`config.mk`:
```
export PLATFORM = sky130hd
export DESIGN_NAME = xpage_cw_interleaver
export DESIGN_NICKNAME = d
export VERILOG_FILES = /design/src/rtl/xpage_pkg.sv /design/src/rtl/xpage_page_buf.sv /design/src/rtl/xpage_cw_walk.sv /design/src/rtl/xpage_cw_interleaver.sv
export SDC_FILE = /design/constraint.sdc
export NUM_CORES = 2
export LEC_CHECK = 0
export BUFFER_PORTS_ARGS = -buffer_cell sky130_fd_sc_hd__buf_4
export CORE_MARGIN = 1.5
export CORE_UTILIZATION = 63
export DETAILED_ROUTE_END_ITERATION = 8
export PLACE_DENSITY_LB_ADDON = 0.08
export SYNTH_ARGS = -nofsm -noshare
export SYNTH_HDL_FRONTEND = slang
export SYNTH_SLANG_ARGS = --single-unit
```
`constraint.sdc`:
```
create_clock -name clk -period 3.28 [get_ports clk]
set_input_delay 0.328 -clock clk [delete_from_list [all_inputs] [get_ports clk]]
set_output_delay 0.328 -clock clk [all_outputs]
set_load 0.005 [all_outputs]
```
`src/rtl/xpage_pkg.sv`:
```
// Shared types for the cross-page codeword interleaver.
// Assumes byte-wide streams on every side.
package xpage_pkg;
    typedef logic [7:0] byte_t;

    typedef enum logic [1:0] {
        WS_FILL  = 2'd0,
        WS_LOWER = 2'd1,
        WS_UPPER = 2'd2
    } wr_state_t;

    typedef enum logic [1:0] {
        RS_LOWER = 2'd0,
        RS_UPPER = 2'd1,
        RS_EMIT  = 2'd2
    } rd_state_t;

    // Number of half-codeword slots that fit in one page.
    function automatic int slots_per_page(input int page_bytes, input int half_bytes);
        return page_bytes / half_bytes;
    endfunction
endpackage

```
`src/rtl/xpage_page_buf.sv`:
```
// Two-page byte store (lower and upper page of one wordline).
// One synchronous write port, one combinational read port.
// Assumes contents need no reset; tail padding is applied by the caller.
module xpage_page_buf #(
    parameter int PAGE_BYTES = 64,
    localparam int AW = $clog2(PAGE_BYTES)
) (
    input  logic                 clk,
    input  logic                 we,
    input  logic                 wsel,
    input  logic [AW-1:0]        waddr,
    input  xpage_pkg::byte_t     wdata,
    input  logic                 rsel,
    input  logic [AW-1:0]        raddr,
    output xpage_pkg::byte_t     rdata
);
    xpage_pkg::byte_t mem [2][PAGE_BYTES];

    // Store one byte into the selected page.
    always_ff @(posedge clk) begin
        if (we) mem[wsel][waddr] <= wdata;
    end

    // Read one byte from the selected page.
    always_comb rdata = mem[rsel][raddr];
endmodule

```
`src/rtl/xpage_cw_walk.sv`:
```
// Walks codeword bytes onto (page, offset) pairs. Bytes 0..H-1 of codeword c
// map to the lower page at c*H+j, and bytes H..2H-1 to the upper page at the
// same offsets. last flags the final byte of the final codeword in a pair.
// Assumes step is only raised when a byte actually moves.
module xpage_cw_walk #(
    parameter int PAGE_BYTES = 64,
    parameter int HALF_BYTES = 6,
    parameter int SLOTS      = 10,
    localparam int AW = $clog2(PAGE_BYTES),
    localparam int BW = $clog2(HALF_BYTES + 1)
) (
    input  logic          clk,
    input  logic          rst_n,
    input  logic          step,
    output logic [AW-1:0] off,
    output logic          upper,
    output logic          last
);
    localparam logic [BW-1:0] B_LAST    = BW'(HALF_BYTES - 1);
    localparam logic [AW-1:0] BASE_LAST = AW'((SLOTS - 1) * HALF_BYTES);
    localparam logic [AW-1:0] BASE_INC  = AW'(HALF_BYTES);

    logic [BW-1:0] bidx;
    logic [AW-1:0] base;

    // Current offset and last-byte flag.
    always_comb begin
        off  = base + AW'(bidx);
        last = upper && (bidx == B_LAST) && (base == BASE_LAST);
    end

    // Advance byte index, half select and slot base.
    always_ff @(posedge clk) begin
        if (!rst_n) begin
            bidx  <= '0;
            base  <= '0;
            upper <= 1'b0;
        end else if (step) begin
            if (bidx == B_LAST) begin
                bidx <= '0;
                if (!upper) begin
                    upper <= 1'b1;
                end else begin
                    upper <= 1'b0;
                    base  <= last ? '0 : base + BASE_INC;
                end
            end else begin
                bidx <= bidx + 1'b1;
            end
        end
    end
endmodule

```
`src/rtl/xpage_cw_interleaver.sv`:
```
// Cross-page codeword interleaver. The write path packs whole codewords
// half-and-half into a lower/upper page pair and then emits the two pages.
// The read path loads both pages and rebuilds the codewords in order.
// Assumes CW_BYTES is even and no larger than 2*PAGE_BYTES.
module xpage_cw_interleaver #(
    parameter int PAGE_BYTES = 64,
    parameter int CW_BYTES   = 12
) (
    input  logic       clk,
    input  logic       rst_n,
    input  logic       wr_in_valid,
    output logic       wr_in_ready,
    input  logic [7:0] wr_in_data,
    output logic       pg_out_valid,
    input  logic       pg_out_ready,
    output logic [7:0] pg_out_data,
    output logic       pg_out_upper,
    output logic       pg_out_done,
    input  logic       pg_in_valid,
    output logic       pg_in_ready,
    input  logic [7:0] pg_in_data,
    output logic       rd_page_upper,
    output logic       cw_out_valid,
    input  logic       cw_out_ready,
    output logic [7:0] cw_out_data
);
    import xpage_pkg::*;

    localparam int HALF  = CW_BYTES / 2;
    localparam int SLOTS = slots_per_page(PAGE_BYTES, HALF);
    localparam int USED  = SLOTS * HALF;
    localparam int AW    = $clog2(PAGE_BYTES);
    localparam logic [AW-1:0] CNT_LAST = AW'(PAGE_BYTES - 1);

    // ---------------- write path ----------------
    wr_state_t     wst;
    logic [AW-1:0] wcnt;
    logic [AW-1:0] wwalk_off;
    logic          wwalk_upper, wwalk_last, wr_take, pg_take;
    byte_t         wbuf_q;

    // Write-side handshakes and page output.
    always_comb begin
        wr_in_ready  = (wst == WS_FILL);
        wr_take      = wr_in_valid && wr_in_ready;
        pg_out_valid = (wst != WS_FILL);
        pg_out_upper = (wst == WS_UPPER);
        pg_out_data  = (int'(wcnt) < USED) ? wbuf_q : 8'hFF;
        pg_take      = pg_out_valid && pg_out_ready;
        pg_out_done  = pg_take && (wcnt == CNT_LAST);
    end

    xpage_cw_walk #(.PAGE_BYTES(PAGE_BYTES), .HALF_BYTES(HALF), .SLOTS(SLOTS)) wwalk_i (
        .clk(clk), .rst_n(rst_n), .step(wr_take),
        .off(wwalk_off), .upper(wwalk_upper), .last(wwalk_last)
    );

    xpage_page_buf #(.PAGE_BYTES(PAGE_BYTES)) wbuf_i (
        .clk(clk), .we(wr_take), .wsel(wwalk_upper), .waddr(wwalk_off),
        .wdata(wr_in_data), .rsel(pg_out_upper), .raddr(wcnt), .rdata(wbuf_q)
    );

    // Write FSM: fill a pair, then emit lower and upper page.
    always_ff @(posedge clk) begin
        if (!rst_n) begin
            wst  <= WS_FILL;
            wcnt <= '0;
        end else begin
            case (wst)
                WS_FILL: if (wr_take && wwalk_last) begin
                    wst  <= WS_LOWER;
                    wcnt <= '0;
                end
                WS_LOWER, WS_UPPER: if (pg_take) begin
                    if (pg_out_done) begin
                        wcnt <= '0;
                        wst  <= (wst == WS_LOWER) ? WS_UPPER : WS_FILL;
                    end else begin
                        wcnt <= wcnt + 1'b1;
                    end
                end
                default: wst <= WS_FILL;
            endcase
        end
    end

    // ---------------- read path ----------------
    rd_state_t     rdst;
    logic [AW-1:0] rcnt;
    logic [AW-1:0] rwalk_off;
    logic          rwalk_upper, rwalk_last, ld_take, ld_keep, cw_take;
    byte_t         rbuf_q;

    // Read-side handshakes and codeword output.
    always_comb begin
        pg_in_ready   = (rdst != RS_EMIT);
        rd_page_upper = (rdst == RS_UPPER);
        ld_take       = pg_in_valid && pg_in_ready;
        ld_keep       = ld_take && (int'(rcnt) < USED);
        cw_out_valid  = (rdst == RS_EMIT);
        cw_out_data   = rbuf_q;
        cw_take       = cw_out_valid && cw_out_ready;
    end

    xpage_cw_walk #(.PAGE_BYTES(PAGE_BYTES), .HALF_BYTES(HALF), .SLOTS(SLOTS)) rwalk_i (
        .clk(clk), .rst_n(rst_n), .step(cw_take),
        .off(rwalk_off), .upper(rwalk_upper), .last(rwalk_last)
    );

    xpage_page_buf #(.PAGE_BYTES(PAGE_BYTES)) rbuf_i (
        .clk(clk), .we(ld_keep), .wsel(rd_page_upper), .waddr(rcnt),
        .wdata(pg_in_data), .rsel(rwalk_upper), .raddr(rwalk_off), .rdata(rbuf_q)
    );

    // Read FSM: load lower page, load upper page, emit codewords.
    always_ff @(posedge clk) begin
        if (!rst_n) begin
            rdst <= RS_LOWER;
            rcnt <= '0;
        end else begin
            case (rdst)
                RS_LOWER, RS_UPPER: if (ld_take) begin
                    if (rcnt == CNT_LAST) begin
                        rcnt <= '0;
                        rdst <= (rdst == RS_LOWER) ? RS_UPPER : RS_EMIT;
                    end else begin
                        rcnt <= rcnt + 1'b1;
                    end
                end
                RS_EMIT: if (cw_take && rwalk_last) rdst <= RS_LOWER;
                default: rdst <= RS_LOWER;
            endcase
        end
    end
endmodule

```
; Word level (Yosys, flattened, before mapping)
; Memory sizes are Yosys's and may differ from the RTL's. A register that Yosys moved wholly into a read port is not among the register bits.
; Cells that the tools add are included.
; Widths: inputs -> output; s select.
[totals]
out_inout_bits = 23
ram_bits = 2048
in_bits = 22
ff_bits = 36
elab_cells = 115
memories = 2
[op_classes]
muxes = 38
n_bitwise = 4
reduce_logical = 28
n_eq_ne = 17
n_addsub = 8
n_lt_le_gt_ge = 8
[mem_list]
columns = memory, depth, width, rd, rd_clocked_by_memory_dff, write_ports, line
row1 = rbuf_i.mem, 2, 512, 1, 1, 1, xpage_page_buf.sv:17  ; xpage_pkg::byte_t mem [2][PAGE_BYTES];
row2 = wbuf_i.mem, 2, 512, 1, 0, 1, xpage_page_buf.sv:17
[ops]
columns = operator, count
row1 = $mux 512, 2
row2 = $bmux 8 s6, 2
row3 = $demux 8 s6, 2
row4 = $mux 8, 7
row5 = $mux 6, 6
row6 = $ge 7x7->1 const B, 4
row7 = $not 6->7, 4
row8 = $eq 6x6->1 const B, 4
row9 = $mux 2, 8
row10 = $reduce_and 3->1, 5
row11 = $logic_and 1x1->1, 14
row12 = $lt 7x1->1 const B, 2
row13 = $add 6x1->6 const B, 2
row14 = $add 6x3->6, 2
row15 = $add 6x3->6 const B, 2
row16 = $lt 6x6->1 const B, 2
row17 = $pmux 6 s2, 1
row18 = $ne 2x2->1 const B, 5
row19 = $pmux 2 s2, 2
row20 = $add 3x1->3 const B, 2
row21 = $eq 3x3->1 const B, 2
row22 = $mux 1, 6
row23 = $mux 3, 2
row24 = $reduce_and 2->1, 3
row25 = other kinds (6), 12

; Logic depth before layout (Yosys ltp)
[depth]
word_depth = 7
ltp_mapped = 14
ltp_nobuf = 9

; Modules after synthesis
; Synthesis repeated with hierarchy kept, for this count alone.
[hier_totals]
cells_unflattened = 3470
hier_area_um2 = 81005.2
[modules_own_cells]
columns = mod, n_inst, cells_per_inst, area_per_inst_um2, seq_area_each_um2
row1 = xpage_page_buf, 2, 1614, 39425.3, 30749.5
row2 = xpage_cw_walk, 2, 63, 564.3, 180.2
row3 = xpage_cw_interleaver, 1, 116, 1026.0, 320.3

; Worst setup path after synthesis
; OpenSTA, ideal clock, no wires.
[synth_path]
kind = register to output
startpoint = reg rwalk_i.base[1]
endpoint = out cw_out_data[5]
arrival_ps = 2760
path_buffers = 3
stages_incl_launch_ff = 9
t_required_ps = 2952
path_slack_ps = 192
cell_sequence = dfxtp_1 -> ha_1 -> clkbuf_1 -> clkbuf_1 -> clkbuf_1 -> mux4_2 -> a211oi_1 -> nor3_1 -> or4_1
[synth_between]
elab_chain_len = 5
[synth_rtl]
columns = element, line
row1 = "start, declared", xpage_cw_walk.sv:24  ; logic [AW-1:0] base;
row2 = "start signal, assigned", xpage_cw_walk.sv:45  ; base <= last ? '0 : base + BASE_INC;
row3 = $add 6x3->6, xpage_cw_walk.sv:28  ; off = base + AW'(bidx);
row4 = $not 6->7 (implied by the code), xpage_page_buf.sv:25  ; always_comb rdata = mem[rsel][raddr];
row5 = $bmux 8 s6, xpage_page_buf.sv:25
row6 = $mux 8 (implied by the code) (2 in a row), xpage_page_buf.sv:25
row7 = "end, declared", xpage_cw_interleaver.sv:25  ; output logic [7:0] cw_out_data
; Every way passes these cells. The select of a mux whose other input is x is not followed.

; Worst setup path after layout
[layout_path]
startpoint = reg rwalk_i.base[2]
endpoint = out cw_out_data[4]
; The elaborated chain is that of the path after synthesis.

==> key figures <==
Outcome
  – Outcome: finished with violations
  – Failing checks: negative setup slack

Cells and area
  – Nets: 4706
  – Seq. cell area: 61000 sq um
  – Finished Layout Cells: 6474
  – Design area: 96000 sq um
  – Number of filler cells placed in the layout: 6752
  – Layout cells sized above 1: 36.6%
  – Post-layout util: 76.2%
  – Multi-input gate area: 19500 sq um
  – Area growth, synth to finish: 19.9%

Placed design
  – Number of I/O port buffers: 44
  – Pre-CTS WS: -0.216 ns
  – GP Congestion: 0.928
  – DP Area: 86900 sq um
  – HPWL Detailed: 121000 um
  – Dpl cells: 6047

Setup path
  – Critical Path End Type: output port
  – Worst R2R Setup Slack: 0.21 ns
  – FF-to-FF path depth: 8
  – Worst-path maximum fanout: 9
  – Critical R2R Capture: rdst[1]
  – WP data arrival: 3.69 ns
  – Required @ worst endpoint: 2.95 ns
  – Startpoint Class: flop
  – Critical path class: flop to output port
  – FF-to-FF Start: rwalk_i.bidx[0]

STA
  – Slew Viols, Final: 0
  – Peak Freq: 0.249 GHz
  – Tightest Pin Transition: 1.28 ns
  – Period utilisation layout: 122%
  – Unrepaired setup endpoints after global routing: yes
  – Final Hold Fails: 0
  – PnR worst setup slack: -0.733 ns
  – Final TNS setup: -10.52 ns
  – Final setup violation count: 16
  – Hold WS: 0.0501 ns
  – Clk_skew: 0.0279 ns
  – Relative slew slack: 14.6%
  – Min Tclk post-route: 4.01 ns

Synth
  – Post-synthesis sequential area ratio: 76.2%
  – Synth Instances: 3909
  – Unique masters post-synth: 62
  – FF+latch count, synth: 2043
  – Post-synthesis cell area: 80000 sq um
  – Synth Flop Type: edfxtp_1
  – Post-synth EDFFs: 2008
  – Avg Inst Size Synth: 20.5 sq um
  – Warnings from Yosys: 0
  – Post-synthesis async set-or-reset flop share: 0%

Global route
  – Gr usage total: 30.3%
  – Total gr overflow: 0
  – Wire length of the first global-routing pass: 285000 um
  – Initial antenna violation count: 1
  – Largest net degree at the start of global routing: 110
  – Number of global-route vias before repair: 43400

Min path
  – Beginning of the worst hold path: pg_in_data[7]
  – Hold Path Class: input port to flop
  – WHS Path Cells: 1
  – Hold EP: rbuf_i.mem[1][367]

Routing
  – Post-detailed-routing wire length: 197000 um
  – Vias post-DR: 42200
  – Via density: 6.52
  – Drt wl/cell: 30.4 um
  – TritonRoute pass-1 iters: 6
  – DRC Markers: 0
  – Initial DRC Count: 4913
  – Final ANT Viol Nets: 0

Clock network
  – Clock slew at reported path FFs: 0.06 ns
  – Clock root cell: clkbuf_16
  – Clock sinks: 2043
  – CTS H-tree depth: 4
  – Clock Path Buffers: 3
  – CTS tree: yes
  – Clk Latency, worst-skew pair: 0.81 ns
  – Total CTS buffers: 195

Die
  – Die Footprint: 129000 sq um
  – Core ar.: 126000 sq um
  – Starting density of the core: 63.6%
  – Die width: 359 um
  – Ports: 45
  – Die Y: 359 um
  – Num rows: 130

Pwr
  – Design Power: 51.7 mW
  – Peak VDD IR: 0.000686 V
  – P_leak: 30.7 nW
  – Pwr/cell area: 538 nW/um^2

Run
  – Max Cap Viol: 0
-- per-layer routing --
metal  GRT usage, %  part of all wire [%]  up-vias
li1               -                     -    17600
met1           40.2                    37    22100
met2           50.4                    51     2117
met3           4.47                   7.2      430
met4           14.1                   4.9        0
met5              0                     0        -
-- cell usage after synthesis (6+ instances only) --
cell | number | area [sq um]
a2111oi_0 | 8 | 70.1
a211oi_1 | 39 | 293
a21oi_1 | 39 | 195
a22oi_1 | 41 | 308
a31oi_1 | 15 | 93.8
a32oi_1 | 7 | 61.3
and2_1 | 15 | 93.8
buf_1 | 15 | 56.3
buf_2 | 37 | 185
buf_4 | 24 | 180
buf_6 | 17 | 191
clkbuf_1 | 122 | 458
dfxtp_1 | 35 | 701
edfxtp_1 | 2008 | 60300
ha_1 | 13 | 163
inv_1 | 15 | 56.3
mux2_2 | 102 | 1150
mux2i_1 | 79 | 791
mux4_2 | 477 | 10700
nand2_1 | 119 | 447
nand2b_1 | 10 | 62.6
nand3_1 | 40 | 200
nand3b_1 | 8 | 60.1
nand4_1 | 10 | 62.6
nor2_1 | 302 | 1130
nor2b_1 | 52 | 325
nor3_1 | 54 | 270
o21ai_0 | 63 | 315
o22ai_1 | 36 | 225
or3_1 | 7 | 43.8
or4_1 | 9 | 67.6
xnor2_1 | 16 | 140
xor2_1 | 6 | 52.6
-- cell families (layout without fill, tap and decap cells) --
logic type      count (synthesis)  count (layout)  synth area share, %
flops                        2043            2043                 76.2
xor+xnor                       22              22                0.241
buf+inv                       233            1084                 1.42
other cells                     1              65              0.00469
simple gates                  641             641                 3.59
mux                           658             658                 15.8
compound gates                298             298                 2.49
fa+ha+maj                      13              13                0.203
-- registers in the layout, summed over array words and instances (netlist names), 2 cells and up, named ones only --
register	flops
rbuf_i.mem	1024
rcnt	6
rdst	2
rwalk_i.base	5
rwalk_i.bidx	3
wbuf_i.mem	984
wcnt	6
wst	2
wwalk_i.base	5
wwalk_i.bidx	3
-- critical path, cell delays in order, from the launching register on --
cell      delay, ns
dfxtp_2        0.34
ha_4           0.27
buf_6          0.12
nand2b_1       0.13
a21oi_2        0.06
buf_4          0.14
buf_6          0.11
mux2i_4        0.42
buf_12         0.22
buf_12         0.14
o21ai_2        0.07
nor3_2         0.47
or4_4          0.28
buf_6          0.10
-- worst max path at each step --
| stage | endpoint | cells after the start | from | slack, ns |
|---|---|---|---|---|
| after CTS | pg_out_data[6] | 13 | wst[0] | -0.73 |
| after detailed placement | pg_out_data[2] | 10 | wst[0] | -0.22 |
| after floorplan | cw_out_data[5] | 8 | rwalk_i.base[1] | 0.19 |
| after global placement | pg_out_data[2] | 10 | wst[0] | -0.20 |
| final | cw_out_data[4] | 13 | rwalk_i.base[2] | -0.73 |
| after global routing | pg_out_data[2] | 14 | wst[0] | -0.77 |
-- layout by cell type, fill, tap and decap left out, types with 21 or more instances in the layout --
cell type,instances
nand2_1,118
nand3_1,37
clkinv_1,41
buf_12,66
o21ai_0,29
clkbuf_1,36
mux4_2,477
a211oi_2,23
dfxtp_1,23
conb_1,64
nor3_1,27
nor3_2,21
nor2_1,298
mux2_2,86
mux2i_1,75
buf_4,555
nor2b_1,52
edfxtp_1,2008
a21oi_1,26
clkinv_2,39
a22oi_1,31
clkbuf_16,216
buf_6,47
-- area by class of cell --
class                      count  share of cell area, %
timing repair buffer         717                   7.38
antenna                        1                0.00261
inverter                      18                 0.0704
sequential                  2043                   63.6
multi-input combinational   1696                   20.3
tap                         1650                   2.15
clock inverter               111                   1.08
clock buffer                 238                   5.41
-- where the power goes --
part / switching [mW] / total (mW) / internal (mW)
clock network: 9.30 / 22.0 / 12.7
logic: 0.656 / 0.877 / 0.221
registers: 0.0330 / 28.8 / 28.8
-- timing repair --
item	4_1_cts	5_1_grt
endpoints found under the setup margin	16	16
gates resized for setup	240	147
setup buffers	30	21
endpoints found under the hold margin	59	0
hold buffers	7	0
pin swaps	51	33
cloned	14	16
Power figures use the tool's default switching activity.
